===== config.mk =====
export PLATFORM = sky130hd
export DESIGN_NAME = cu_sequencer
export DESIGN_NICKNAME = d
export VERILOG_FILES = /design/src/rtl/cu_pkg.sv /design/src/rtl/cu_src_slot.sv /design/src/rtl/cu_dst_slot.sv /design/src/rtl/cu_phase_ctrl.sv /design/src/rtl/cu_sequencer.sv
export SDC_FILE = /design/constraint.sdc
export NUM_CORES = 1
export LEC_CHECK = 0
export BUFFER_PORTS_ARGS = -buffer_cell sky130_fd_sc_hd__buf_2
export CAP_MARGIN = 20
export CELL_PAD_IN_SITES_DETAIL_PLACEMENT = 0
export CELL_PAD_IN_SITES_GLOBAL_PLACEMENT = 1
export CORE_MARGIN = 8
export CORE_UTILIZATION = 31
export DETAILED_ROUTE_END_ITERATION = 7
export PLACE_DENSITY = 0.83
export SETUP_SLACK_MARGIN = 0.2
export SLEW_MARGIN = 20
export SYNTH_ARGS = -nofsm -noshare
export SYNTH_HDL_FRONTEND = slang
export SYNTH_HIERARCHICAL = 1
export SYNTH_SLANG_ARGS = --single-unit
export TNS_END_PERCENT = 10

===== constraint.sdc =====
create_clock -name clk -period 2.05 [get_ports clk]
set_input_delay 0.3075 -clock clk [delete_from_list [all_inputs] [get_ports clk]]
set_output_delay 0.3075 -clock clk [all_outputs]
set_load 0.03 [all_outputs]

===== src/rtl/cu_pkg.sv =====
package cu_pkg;

   localparam int unsigned CU_WORD_W = 16;
   localparam int unsigned CU_SRC_N  = 2;
   localparam int unsigned CU_DST_N  = 2;
   localparam int unsigned CU_OP_W   = 8;

   // how a granted operand reaches the ALU side
   typedef enum logic [0:0] {
      OPND_LATCHED = 1'b0,   // only from the holding register, one cycle after the grant
      OPND_BYPASS  = 1'b1    // straight from the grant data in the grant cycle
   } opnd_path_e;

endpackage


===== src/rtl/cu_src_slot.sv =====
module cu_src_slot
   import cu_pkg::*;
#(
   parameter int unsigned WORD_W    = CU_WORD_W,
   parameter opnd_path_e  OPND_PATH = OPND_BYPASS
) (
   input  logic              clk,
   input  logic              rst,
   input  logic              busy_i,
   input  logic              accept_i,
   input  logic              mask_i,
   input  logic              go_i,
   input  logic [WORD_W-1:0] data_i,
   output logic              req_o,
   output logic              avail_o,
   output logic [WORD_W-1:0] value_o
);

   logic              req_q;
   logic              avail_q;
   logic              grant;
   logic [WORD_W-1:0] data_q;

   assign grant = req_q & go_i;
   assign req_o = req_q;

   always_ff @(posedge clk) begin
      if (rst) begin
         req_q   <= 1'b0;
         avail_q <= 1'b0;
         data_q  <= '0;
      end else if (accept_i) begin
         req_q   <= ~mask_i;
         avail_q <= mask_i;
         data_q  <= '0;
      end else if (grant) begin
         req_q   <= 1'b0;
         avail_q <= 1'b1;
         data_q  <= data_i;
      end
   end

   generate
      if (OPND_PATH == OPND_BYPASS) begin : g_bypass
         assign avail_o = avail_q | grant;
         assign value_o = grant ? data_i : data_q;
      end else begin : g_latched
         assign avail_o = avail_q;
         assign value_o = data_q;
      end
   endgenerate


   rd_hold_chk: assert property (@(posedge clk) disable iff (rst)
      req_q && !go_i |=> req_q);

   rd_drop_chk: assert property (@(posedge clk) disable iff (rst)
      req_q && go_i |=> !req_q && avail_q && data_q == $past(data_i));

   rd_mask_chk: assert property (@(posedge clk) disable iff (rst)
      accept_i && mask_i |=> !req_q && avail_q && data_q == '0);

   rd_idle_chk: assert property (@(posedge clk) disable iff (rst)
      !busy_i |-> !req_q);

endmodule


===== src/rtl/cu_dst_slot.sv =====
module cu_dst_slot
   import cu_pkg::*;
#(
   parameter int unsigned WORD_W = CU_WORD_W
) (
   input  logic              clk,
   input  logic              rst,
   input  logic              busy_i,
   input  logic              capture_i,
   input  logic              mask_i,
   input  logic              go_i,
   input  logic [WORD_W-1:0] data_i,
   output logic              req_o,
   output logic              clear_o,
   output logic [WORD_W-1:0] data_o
);

   logic              req_q;
   logic [WORD_W-1:0] data_q;

   always_ff @(posedge clk) begin
      if (rst) begin
         req_q  <= 1'b0;
         data_q <= '0;
      end else if (capture_i) begin
         req_q  <= ~mask_i;
         data_q <= data_i;
      end else if (req_q && go_i) begin
         req_q  <= 1'b0;
      end
   end

   assign req_o   = req_q;
   assign clear_o = ~req_q | go_i;
   assign data_o  = data_q;


   wr_hold_chk: assert property (@(posedge clk) disable iff (rst)
      req_q && !go_i |=> req_q);

   wr_drop_chk: assert property (@(posedge clk) disable iff (rst)
      req_q && go_i |=> !req_q);

   wr_mask_chk: assert property (@(posedge clk) disable iff (rst)
      capture_i && mask_i |=> !req_q);

   wr_data_chk: assert property (@(posedge clk) disable iff (rst)
      req_q |=> $stable(data_q));

   wr_idle_chk: assert property (@(posedge clk) disable iff (rst)
      !busy_i |-> !req_q);

endmodule


===== src/rtl/cu_phase_ctrl.sv =====
module cu_phase_ctrl (
   input  logic clk,
   input  logic rst,
   input  logic issue_i,
   input  logic all_avail_i,
   input  logic alu_ready_i,
   input  logic alu_ovalid_i,
   input  logic all_clear_i,
   output logic accept_o,
   output logic busy_o,
   output logic alu_valid_o,
   output logic alu_fire_o,
   output logic oready_o,
   output logic capture_o
);

   logic busy_q;
   logic alu_done_q;
   logic res_q;
   logic retire;

   assign accept_o    = issue_i & ~busy_q;
   assign alu_valid_o = busy_q & all_avail_i & ~alu_done_q;
   assign alu_fire_o  = alu_valid_o & alu_ready_i;
   assign oready_o    = busy_q & (alu_done_q | alu_fire_o) & ~res_q;
   assign capture_o   = oready_o & alu_ovalid_i;
   assign retire      = busy_q & res_q & all_clear_i;
   assign busy_o      = busy_q;

   always_ff @(posedge clk) begin
      if (rst) begin
         busy_q     <= 1'b0;
         alu_done_q <= 1'b0;
         res_q      <= 1'b0;
      end else if (accept_o) begin
         busy_q     <= 1'b1;
         alu_done_q <= 1'b0;
         res_q      <= 1'b0;
      end else begin
         if (alu_fire_o) alu_done_q <= 1'b1;
         if (capture_o)  res_q      <= 1'b1;
         if (retire)     busy_q     <= 1'b0;
      end
   end


   accept_busy_chk: assert property (@(posedge clk) disable iff (rst)
      accept_o |=> busy_o);

   one_alu_chk: assert property (@(posedge clk) disable iff (rst)
      alu_fire_o |=> !alu_valid_o);

   one_capture_chk: assert property (@(posedge clk) disable iff (rst)
      capture_o |=> !oready_o);

   busy_hold_chk: assert property (@(posedge clk) disable iff (rst)
      busy_q && !res_q |=> busy_q);

endmodule


===== src/rtl/cu_sequencer.sv =====
module cu_sequencer
   import cu_pkg::*;
#(
   parameter int unsigned WORD_W    = CU_WORD_W,
   parameter int unsigned SRC_N     = CU_SRC_N,
   parameter int unsigned DST_N     = CU_DST_N,
   parameter int unsigned OP_W      = CU_OP_W,
   parameter opnd_path_e  OPND_PATH = OPND_BYPASS
) (
   input  logic                    clk,
   input  logic                    rst,
   input  logic                    issue_i,
   input  logic [OP_W-1:0]         op_i,
   input  logic [SRC_N-1:0]        src_mask_i,
   input  logic [DST_N-1:0]        dst_mask_i,
   output logic                    busy_o,
   output logic [SRC_N-1:0]        rd_req_o,
   input  logic [SRC_N-1:0]        rd_go_i,
   input  logic [SRC_N*WORD_W-1:0] rd_data_i,
   output logic                    alu_valid_o,
   input  logic                    alu_ready_i,
   output logic [OP_W-1:0]         alu_op_o,
   output logic [SRC_N*WORD_W-1:0] alu_src_o,
   input  logic                    alu_ovalid_i,
   output logic                    alu_oready_o,
   input  logic [DST_N*WORD_W-1:0] alu_res_i,
   output logic [DST_N-1:0]        wr_req_o,
   input  logic [DST_N-1:0]        wr_go_i,
   output logic [DST_N*WORD_W-1:0] wr_data_o
);

   localparam int unsigned SRC_BITS = SRC_N * WORD_W;
   localparam int unsigned DST_BITS = DST_N * WORD_W;

   generate
      if (WORD_W < 1) begin : g_bad_word
         $error("cu_sequencer: WORD_W must be at least 1");
      end
      if (SRC_N < 1) begin : g_bad_src
         $error("cu_sequencer: SRC_N must be at least 1");
      end
      if (DST_N < 1) begin : g_bad_dst
         $error("cu_sequencer: DST_N must be at least 1");
      end
      if (OP_W < 1) begin : g_bad_op
         $error("cu_sequencer: OP_W must be at least 1");
      end
      if (SRC_BITS != $bits(rd_data_i) || DST_BITS != $bits(alu_res_i)) begin : g_bad_bus
         $error("cu_sequencer: bus widths do not match the slot counts");
      end
   endgenerate

   logic             accept;
   logic             alu_fire;
   logic             capture;
   logic [SRC_N-1:0] avail;
   logic [DST_N-1:0] clear;
   logic [OP_W-1:0]  op_q;
   logic [DST_N-1:0] dmask_q;

   always_ff @(posedge clk) begin
      if (rst) begin
         op_q    <= '0;
         dmask_q <= '0;
      end else if (accept) begin
         op_q    <= op_i;
         dmask_q <= dst_mask_i;
      end
   end

   assign alu_op_o = op_q;

   cu_phase_ctrl i_phase (
      .clk          (clk),
      .rst          (rst),
      .issue_i      (issue_i),
      .all_avail_i  (&avail),
      .alu_ready_i  (alu_ready_i),
      .alu_ovalid_i (alu_ovalid_i),
      .all_clear_i  (&clear),
      .accept_o     (accept),
      .busy_o       (busy_o),
      .alu_valid_o  (alu_valid_o),
      .alu_fire_o   (alu_fire),
      .oready_o     (alu_oready_o),
      .capture_o    (capture)
   );

   generate
      for (genvar s = 0; s < SRC_N; s++) begin : g_src
         cu_src_slot #(
            .WORD_W    (WORD_W),
            .OPND_PATH (OPND_PATH)
         ) i_src (
            .clk      (clk),
            .rst      (rst),
            .busy_i   (busy_o),
            .accept_i (accept),
            .mask_i   (src_mask_i[s]),
            .go_i     (rd_go_i[s]),
            .data_i   (rd_data_i[s*WORD_W +: WORD_W]),
            .req_o    (rd_req_o[s]),
            .avail_o  (avail[s]),
            .value_o  (alu_src_o[s*WORD_W +: WORD_W])
         );
      end
      for (genvar d = 0; d < DST_N; d++) begin : g_dst
         cu_dst_slot #(
            .WORD_W (WORD_W)
         ) i_dst (
            .clk       (clk),
            .rst       (rst),
            .busy_i    (busy_o),
            .capture_i (capture),
            .mask_i    (dmask_q[d]),
            .go_i      (wr_go_i[d]),
            .data_i    (alu_res_i[d*WORD_W +: WORD_W]),
            .req_o     (wr_req_o[d]),
            .clear_o   (clear[d]),
            .data_o    (wr_data_o[d*WORD_W +: WORD_W])
         );
      end
   endgenerate


   opcode_latch_chk: assert property (@(posedge clk) disable iff (rst)
      accept |=> alu_op_o == $past(op_i));

   busy_issue_chk: assert property (@(posedge clk) disable iff (rst)
      busy_o && issue_i |=> $stable(alu_op_o));

   alu_hold_chk: assert property (@(posedge clk) disable iff (rst)
      alu_valid_o && !alu_ready_i |=> alu_valid_o && $stable(alu_src_o) && $stable(alu_op_o));

   wr_busy_chk: assert property (@(posedge clk) disable iff (rst)
      (|wr_req_o) |-> busy_o);

   capture_order_chk: assert property (@(posedge clk) disable iff (rst)
      alu_oready_o |-> busy_o && !alu_valid_o | alu_ready_i);

endmodule


==> results of run 1 <==
==> critical path, stage by stage (launching register included) <==
cell       delay (ns)
dfxtp_4          0.34
a21o_1           0.11
and2_4           0.16
a21oi_4          0.07
nor4bb_4         0.25
buf_4            0.18
bufbuf_16        0.29
mux2i_1          0.18
nor2_1           0.05
==> per-stage QoR <==
stage	cell area, µm²	power [mW]
final	4840	3.95
after global routing	4840	4.12
after CTS	4810	4.02
after detailed placement	4400	2.06
after global placement	4400	2.05
after floorplan	3600	1.94
==> state kept, by name (all words and copies together) (netlist names) <==
register,flops
alu_op_o,8
g_src.i_src/data_q,32
i_phase/alu_done_q,1
g_dst.i_dst/data_o,32
g_dst.i_dst/req_o,2
dmask_q,2
g_src.i_src/avail_q,2
i_phase/res_q,1
i_phase/busy_o,1
g_src.i_src/req_o,2
==> final cells by class <==
type	instances	area share, %
sequential	83	34.5
multi-input combinational	246	33.8
tap	143	3.70
clock buffer	11	5.45
clock inverter	5	2.20
timing repair buffer	179	20.4
==> cells in the final DEF, fill, tap and decap left out, drive strengths merged, types with 3 or more instances in the layout <==
master and n:
nand3 32, mux2i 42, nand2 33, nand2b 5, a21bo 32, and3b 3
bufinv 3, buf 178, dfxtp 83, nor2 43, clkbuf 11, or3b 4
a21oi 35
==> power by group through the flow <==
stage / combinational (mW) / clock (mW) / sequential, mW
3_3_place_gp: 0.364 / 0 / 1.69
5_1_grt: 0.399 / 2.07 / 1.66
2_1_floorplan: 0.217 / 0 / 1.72
6_report: 0.365 / 1.93 / 1.65
3_5_place_dp: 0.369 / 0 / 1.69
4_1_cts: 0.371 / 2.00 / 1.65
==> how the worst max path moves through the flow <==
stage	from	end	slack, ns	cells after the start
floorplan	g_src[0].i_src/req_o	g_dst[0].i_dst/req_o	0.10	9
global placement	rd_go_i[0]	g_dst[1].i_dst/req_o	0.15	8
detailed placement	rd_go_i[0]	g_dst[0].i_dst/req_o	0.11	8
CTS	g_src[0].i_src/req_o	g_dst[0].i_dst/req_o	0.25	8
global route	g_src[0].i_src/req_o	g_dst[0].i_dst/data_o[14]	0.16	8
finish	g_src[0].i_src/req_o	g_dst[0].i_dst/data_o[10]	0.29	8
==> repair_timing <==
action,4_1_cts,5_1_grt
setup endpoints to repair,2,12
pin swaps,1,0
gates cloned,1,0
setup buffers,1,3
==> per-layer routing <==
layer | vias to the layer above | track usage, % | routed length, µm
met5 | - | 0 | 0
met4 | 0 | 3.81 | 109
met3 | 9 | 5.66 | 933
met2 | 97 | 20.4 | 4490
met1 | 1390 | 12.7 | 3640
li1 | 1548 | - | -
==> reports/summary.txt, run 1 <==
status - finished, final reports clean
row cnt - 39
Layout fillers - 1144
ant diodes - 0
peak supply drop - 0.000403 V
Hold Vio Cnt, Final - 0
clk_skew - 0.00631 ns
R2R Setup Slk - 0.29 ns
flip-flop and latch area - 1670 µm²
pre-CTS setup slack - 0.112 ns
switching pwr - 0.861 mW
routed len/inst - 13.8 µm
Reg2Reg Depth - 8
Critical Path End Type - flip-flop
Worst Hold Depth - 3
CTS tree - done
Ports - 164
Core Util, Final - 43.0%
RSZ-0062 raised after global routing - yes
Initial Util - 31.4%
area of the multi-input gates - 1640 µm²
worst r2r src - g_src[0].i_src/req_o
Worst slew margin - 58.5%
htree depth - 3
DIE AREA - 15100 µm²
first-pass GRT wire length - 14.4 mm
Startpoint Class - flip-flop
vias in the first global route - 3094
pin count of the biggest net entering global routing - 36
detailed placement HPWL - 6.88 mm
Clock transition at path regs - 0.06 ns
total gr overflow - 0
Final setup viols - 0
PD cells - 815 nW/µm²
post-route insts no fill - 667
routed wire length - 9.18 mm
Final WS setup - 0.292 ns
Mapped Cells - 359
Layout area overhead - 37.0%
hold path endpoint - g_dst[0].i_dst/data_o[7]
DR iter-0 viols - 118
syn avg cell area - 9.85 µm²
total of max-cap violations - 0
Logic pwr share - 9.2%
Setup TNS - 0 ns
Clock power frac - 48.8%
maximum clock insertion buffer count - 2
Placed Cells - 646
vias post-DR - 3044
share of layout cells above drive strength 1 - 45.6%
routability-driven placement congestion ratio - 0.730
Detail Route Antenna Nets - 0
post-layout minimum cycle time - 1.76 ns
Residual DRC - 0
Sw Ratio - 21.8%
die width - 123 µm
Pre-antenna DRT Iters - 4
Clk Tree Root Cell - clkbuf_16
antenna violations before repair - 0
Core Box Area - 11300 µm²
WS Path Type - reg2reg
clock sinks - 83
CTS Hold Bufs - 0
Worst Path Arrival - 1.97 ns
I/O Buffers - 163
Nets - 604
Warnings, synthesis - 6
max-slew violation count - 0
synthesized cell area - 3530 µm²
# resized after CTS - 0
Required @ worst endpoint - 2.26 ns
worst slew pin tran - 0.623 ns
Mapped Nets - 444
crit-path max FO - 13
maximum clock rate - 0.569 GHz
share of power burned in registers - 41.9%
insertion delay to the later sink of the worst-skew pair - 0.33 ns
internal power - 3.09 mW
Num CTS Buffers - 9
worst hold slack - 0.214 ns
Vias/cell - 4.56
min-delay src - alu_res_i[7]
Final period util - 85.8%
worst min path class - in2reg
Leak - 2.38 nW
Total GRT Usage - 11.9%
FF-to-FF End - g_dst[0].i_dst/data_o[10]
Die Height - 123 µm
(Power assumes the default switching activity.)
==> run 2, diff against run 1 <==
- BUFFER_PORTS_ARGS: -buffer_cell sky130_fd_sc_hd__buf_2 -> not set
- CORE_UTILIZATION: 31 -> 49
- DONT_BUFFER_PORTS: not set -> 1
- PLACE_DENSITY: 0.83 -> 0.89
- SLEW_MARGIN: 20 -> 25
- clock period: 2.05 -> 2.28 ns (I/O delays scaled with it)
==> reports/summary.txt, run 2 (synthesis gave the netlist of run 1 again) <==
Core Box Area - 7140 µm² (was 11300 µm²)
vias in the first global route - 2484 (was 3094)
peak supply drop - 0.000409 V (was 0.000403 V)
Pre-antenna DRT Iters - 4 (unchanged)
antenna violations before repair - 0 (unchanged)
Clock transition at path regs - 0.08 ns (was 0.06 ns)
Worst Path Arrival - 2.16 ns (was 1.97 ns)
Clk Tree Root Cell - clkbuf_8 (was clkbuf_16)
share of power burned in registers - 51.1% (was 41.9%)
clk_skew - 0.0116 ns (was 0.00631 ns)
Detail Route Antenna Nets - 0 (unchanged)
Final period util - 83.2% (was 85.8%)
Layout area overhead - 5.42% (was 37.0%)
crit-path max FO - 35 (was 13)
ant diodes - 0 (unchanged)
DIE AREA - 10200 µm² (was 15100 µm²)
crit-path cells - a21o_1, and2_1, a21oi_2, nor4bb_4, buf_12, or3b_1, o31ai_1 (was a21o_1, and2_4, a21oi_4, nor4bb_4, buf_4, bufbuf_16, mux2i_1, nor2_1)
CTS Hold Bufs - 0 (unchanged)
Core Util, Final - 52.2% (was 43.0%)
max-slew violation count - 0 (unchanged)
CP top delay family - simple AND/OR/NAND/NOR gates (was buffers and inverters)
worst slew pin tran - 0.602 ns (was 0.623 ns)
CTS tree - done (unchanged)
total of max-cap violations - 0 (unchanged)
routability-driven placement congestion ratio - 0.679 (was 0.730)
DR iter-0 viols - 65 (was 118)
Total GRT Usage - 15.3% (was 11.9%)
internal power - 2.27 mW (was 3.09 mW)
Logic pwr share - 5.5% (was 9.2%)
RSZ-0062 raised after global routing - no (was yes)
I/O Buffers - 0 (was 163)
total gr overflow - 0 (unchanged)
Buffers & Inverters on Critical Path - 1 (was 2)
WS Path Type - reg2reg (unchanged)
switching pwr - 0.692 mW (was 0.861 mW)
Initial Util - 49.5% (was 31.4%)
routed wire length - 7.95 mm (was 9.18 mm)
first-pass GRT wire length - 12.4 mm (was 14.4 mm)
maximum clock insertion buffer count - 2 (unchanged)
CP max stage delay - 0.37 ns (was 0.34 ns)
insertion delay to the later sink of the worst-skew pair - 0.35 ns (was 0.33 ns)
Worst slew margin - 59.9% (was 58.5%)
Setup Fix Bufs, Post-CTS - 0 (was 1)
die width - 101 µm (was 123 µm)
Ports - 164 (unchanged)
Leak - 1.50 nW (was 2.38 nW)
htree depth - 3 (unchanged)
detailed placement HPWL - 5.76 mm (was 6.88 mm)
worst min path class - in2reg (unchanged)
# resized after CTS - 0 (unchanged)
Required @ worst endpoint - 2.54 ns (was 2.26 ns)
row cnt - 31 (was 39)
Num CTS Buffers - 9 (unchanged)
vias post-DR - 2459 (was 3044)
Nets - 431 (was 604)
status - finished, final reports clean (unchanged)
Hold Vio Cnt, Final - 0 (unchanged)
most frequent cells in the layout - 81 x dfxtp_1, 43 x nor2_1, 42 x mux2i_1, 33 x nand2_1 (was 163 x buf_2, 81 x dfxtp_1, 43 x nor2_1, 42 x mux2i_1, 33 x nand2_1)
Residual DRC - 0 (unchanged)
share of layout cells above drive strength 1 - 18.5% (was 45.6%)
Sw Ratio - 23.4% (was 21.8%)
Setup TNS - 0 ns (unchanged)
Pwr Total - 2.96 mW (was 3.95 mW)
Startpoint Class - flip-flop (unchanged)
post-layout minimum cycle time - 1.90 ns (was 1.76 ns)
routed len/inst - 17.7 µm (was 13.8 µm)
commonest non-fill, non-tap cell in the layout - dfxtp_1 (was buf_2)
Final setup viols - 0 (unchanged)
maximum clock rate - 0.527 GHz (was 0.569 GHz)
pin count of the biggest net entering global routing - 57 (was 36)
Vias/cell - 5.46 (was 4.56)
Critical Path End Type - flip-flop (unchanged)
Die Height - 101 µm (was 123 µm)
Clock power frac - 43.4% (was 48.8%)
PD cells - 794 nW/µm² (was 815 nW/µm²)
clock sinks - 83 (unchanged)
Slowest-stage cell, CP - nor4bb_4 (was dfxtp_4)
run 2: cell types whose count changed in the layout (fill, tap and decap cells not counted), moves of 8 or more:
| cell | change |
|---|---|
| clkbuf_8 | +8 |
| buf_2 | -163 |
| buf_4 | -8 |
| clkbuf_16 | -10 |
run 2: layer usage:
metal	wire length [µm]	global-route usage (%)	part of all wire, %
met3	1000	9.19	13
met4	68	4.47	0.86
met2	3840	25.0	48
met1	3030	16.1	38
met5	0	0	0
run 2: worst register-to-register path: stages (launching register included):
cell	delay [ns]
dfxtp_4	0.35
a21o_1	0.09
and2_1	0.17
a21oi_2	0.11
nor4bb_4	0.37
buf_12	0.28
or3b_1	0.38
o31ai_1	0.06
run 2: area by class of cell:
class	instances	area (µm²)
timing repair buffer	6	57.6
sequential	83	1670
tap	99	124
clock buffer	9	124
clock inverter	7	124
multi-input combinational	246	1630
fill	686	3410
run 2: path summary, 6_finish.rpt:
| check | start | endpoint | slack, ns | cells after the start |
|---|---|---|---|---|
| max | g_src[1].i_src/req_o | g_dst[0].i_dst/req_o | 0.38 | 7 |
| min | rst | g_src[1].i_src/req_o | 0.06 | 1 |
| max reg2reg | g_src[1].i_src/req_o | g_dst[0].i_dst/req_o | 0.38 | 7 |
| min reg2reg | dmask_q[0] | dmask_q[0] | 0.51 | 2 |
run 2: per-stage QoR:
step	worst slack, ns	area, µm²	hold slack (ns)	cells
after floorplan	0.192	3570	0.401	359
after global routing	0.241	3730	0.0265	450
after detailed placement	0.363	3480	0.412	434
after global placement	0.422	3480	0.411	434
after CTS	0.364	3730	0.0371	450
final	0.383	3730	0.0606	450
run 2: power groups by stage:
stage                     clock, mW  sequential, mW  combinational, mW
after CTS                      1.32            1.51              0.166
after floorplan                   0            1.55              0.190
after detailed placement          0            1.55              0.166
after global placement            0            1.55              0.162
final                          1.28            1.51              0.163
after global routing           1.39            1.52              0.179
==> run 3, diff against run 2 <==
- CORE_UTILIZATION: 49 -> 45
- PLACE_DENSITY: 0.89 -> 0.83
- clock period: 2.28 -> 1.8 ns (I/O delays scaled with it)
==> reports/summary.txt, run 3 (synthesis gave the netlist of run 1 again) <==
Leak - 1.55 nW (was 1.50 nW)
row cnt - 32 (was 31)
DIE AREA - 10900 µm² (was 10200 µm²)
Worst slew margin - 57.4% (was 59.9%)
crit-path cells - a21o_1, and2_4, a21oi_4, nor3b_2, buf_4 (was a21o_1, and2_1, a21oi_2, nor4bb_4, buf_12, or3b_1, o31ai_1)
Critical Path End Type - output pin (was flip-flop)
clk_skew - 0.00769 ns (was 0.0116 ns)
Clock transition at path regs - 0.09 ns (was 0.08 ns)
WS Path Type - reg2out (was reg2reg)
Design Area, Final - 3850 µm² (was 3730 µm²)
Detail Route Antenna Nets - 0 (unchanged)
crit-path max FO - 3 (was 35)
antenna violations before repair - 0 (unchanged)
internal power - 2.73 mW (was 2.27 mW)
Final setup viols - 0 (unchanged)
min-delay src - rst (unchanged)
maximum clock rate - 0.585 GHz
Die Height - 105 µm (was 101 µm)
worst slew pin tran - 0.640 ns (was 0.602 ns)
Worst Hold Depth - 1 (unchanged)
RSZ-0062 raised after global routing - yes (was no)
Hold Vio Cnt, Final - 0 (unchanged)
detailed placement HPWL - 5.77 mm (was 5.76 mm)
Clk Tree Root Cell - clkbuf_8 (unchanged)
vias post-DR - 2451 (was 2459)
pin count of the biggest net entering global routing - 47 (was 57)
post-layout minimum cycle time - 1.71 ns
Required @ worst endpoint - 1.53 ns (was 2.54 ns)
insertion delay to the later sink of the worst-skew pair - 0.34 ns (was 0.35 ns)
M1 GR Usage - 15.0% (was 16.1%)
first-pass GRT wire length - 12.7 mm (was 12.4 mm)
Clock power frac - 40.4% (was 43.4%)
CP max stage delay - 0.35 ns (was 0.37 ns)
routed wire length - 8.19 mm (was 7.95 mm)
worst min path class - in2reg (unchanged)
Logic pwr share - 6.6% (was 5.5%)
max-slew violation count - 0 (unchanged)
I/O Buffers - 0 (unchanged)
met2 usage - 22.7% (was 25.0%)
switching pwr - 0.884 mW (was 0.692 mW)
Worst Path Arrival - 1.44 ns (was 2.16 ns)
Final period util - 95.0%
Total GRT Usage - 14.2% (was 15.3%)
total of max-cap violations - 0 (unchanged)
Buffers & Inverters on Critical Path - 1 (unchanged)
Sw Ratio - 24.5% (was 23.4%)
maximum clock insertion buffer count - 2 (unchanged)
PD cells - 937 nW/µm² (was 794 nW/µm²)
worst r2r src - g_src[0].i_src/req_o (was g_src[1].i_src/req_o)
Core Box Area - 7690 µm² (was 7140 µm²)
htree depth - 3 (unchanged)
Slowest-stage cell, CP - dfxtp_4 (was nor4bb_4)
status - finished, final reports clean (unchanged)
Final WS setup - 0.0900 ns (was 0.383 ns)
met3 Use GR - 7.80% (was 9.19%)
commonest non-fill, non-tap cell in the layout - dfxtp_1 (unchanged)
busiest grt layer - met2 (unchanged)
peak supply drop - 0.000519 V (was 0.000409 V)
share of layout cells above drive strength 1 - 21.8% (was 18.5%)
DR iter-0 viols - 62 (was 65)
Ports - 164 (unchanged)
total gr overflow - 0 (unchanged)
hold path endpoint - g_dst[1].i_dst/req_o (was g_src[1].i_src/req_o)
Initial Util - 46.0% (was 49.5%)
ant diodes - 0 (unchanged)
routed len/inst - 17.8 µm (was 17.7 µm)
Setup TNS - 0 ns (unchanged)
CTS tree - done (unchanged)
CP top delay family - flip-flops (was simple AND/OR/NAND/NOR gates)
Layout fillers - 732 (was 686)
most frequent cells in the layout - 81 x dfxtp_1, 43 x nor2_1, 42 x mux2i_1, 32 x nand3_1, 32 x a21bo_2 (was 81 x dfxtp_1, 43 x nor2_1, 42 x mux2i_1, 33 x nand2_1)
routability-driven placement congestion ratio - 0.709 (was 0.679)
DP Area - 3510 µm² (was 3480 µm²)
FF-to-FF End - g_dst[0].i_dst/req_o (unchanged)
vias in the first global route - 2441 (was 2484)
Residual DRC - 0 (unchanged)
Nets - 438 (was 431)
Reg2Reg Depth - 7 (unchanged)
R2R Setup Slk - 0.10 ns (was 0.38 ns)
Layout area overhead - 9.06% (was 5.42%)
pre-CTS setup slack - 0.0570 ns (was 0.363 ns)
Worst setup startpoint - g_src[0].i_src/req_o (was g_src[1].i_src/req_o)
share of power burned in registers - 53.0% (was 51.1%)
clock sinks - 83 (unchanged)
Pwr Total - 3.61 mW (was 2.96 mW)
Vias/cell - 5.33 (was 5.46)
Startpoint Class - flip-flop (unchanged)
die width - 105 µm (was 101 µm)
Num CTS Buffers - 9 (unchanged)
Pre-antenna DRT Iters - 4 (unchanged)
==> run 3: metal layers <==
metal  wire length, µm  vias up  share of wire (%)
met4               155        0                1.9
met1              3260     1122                 40
met5                 0        -                  0
met3               924       12                 11
li1                  -     1221                  -
met2              3850       96                 47
==> run 3: layout make-up <==
type                            instances  area (µm²)  area share [%]
Sequential cell                        83        1670            43.3
Multi-Input combinational cell        246        1650            42.8
Timing Repair Buffer                   13         180            4.67
Clock buffer                           11         163            4.22
Tap cell                              102         128            3.31
Clock inverter                          5        65.1            1.69
==> run 3: how the worst max path moves through the flow <==
stage	to	slack [ns]	cells past startpoint
after CTS	alu_oready_o	0.05	5
after global placement	g_dst[0].i_dst/data_o[1]	0.13	8
final	alu_oready_o	0.09	5
after global routing	alu_oready_o	0.009	5
after floorplan	g_dst[0].i_dst/req_o	-0.15	9
after detailed placement	g_dst[0].i_dst/data_o[5]	0.06	8
==> run 3: worst reg2reg max path, stage by stage (launching register included) <==
cell	delay, ns
dfxtp_4	0.35
a21o_1	0.11
and2_4	0.16
a21oi_4	0.07
nor4bb_4	0.30
buf_6	0.19
or3b_1	0.35
o31ai_1	0.08
==> run 3: power groups by stage <==
| stage | logic (mW) | clock network, mW | registers [mW] |
|---|---|---|---|
| 2_1_floorplan | 0.247 | 0 | 1.96 |
| 3_3_place_gp | 0.212 | 0 | 1.96 |
| 3_5_place_dp | 0.217 | 0 | 1.96 |
| 4_1_cts | 0.243 | 1.53 | 1.92 |
| 5_1_grt | 0.261 | 1.59 | 1.92 |
| 6_report | 0.239 | 1.46 | 1.91 |
==> run 3: repair_timing <==
item | in CTS | in global routing
resized for setup | 11 | 0
buffers inserted | 1 | 0
endpoints found under the setup margin | 59 | 96
pin swaps | 0 | 1
hold buffers | 1 | 0
gates cloned | 1 | 1
hold endpoints to repair | 46 | 0
==> run 3: per-stage QoR <==
stage	utilization [%]	hold WS, ns	cells
2_1_floorplan	-	0.329	359
3_3_place_gp	45.7	0.343	440
3_5_place_dp	45.7	0.339	440
4_1_cts	49.8	0.00362	459
5_1_grt	50.1	0.00233	460
6_report	50.1	0.0264	460
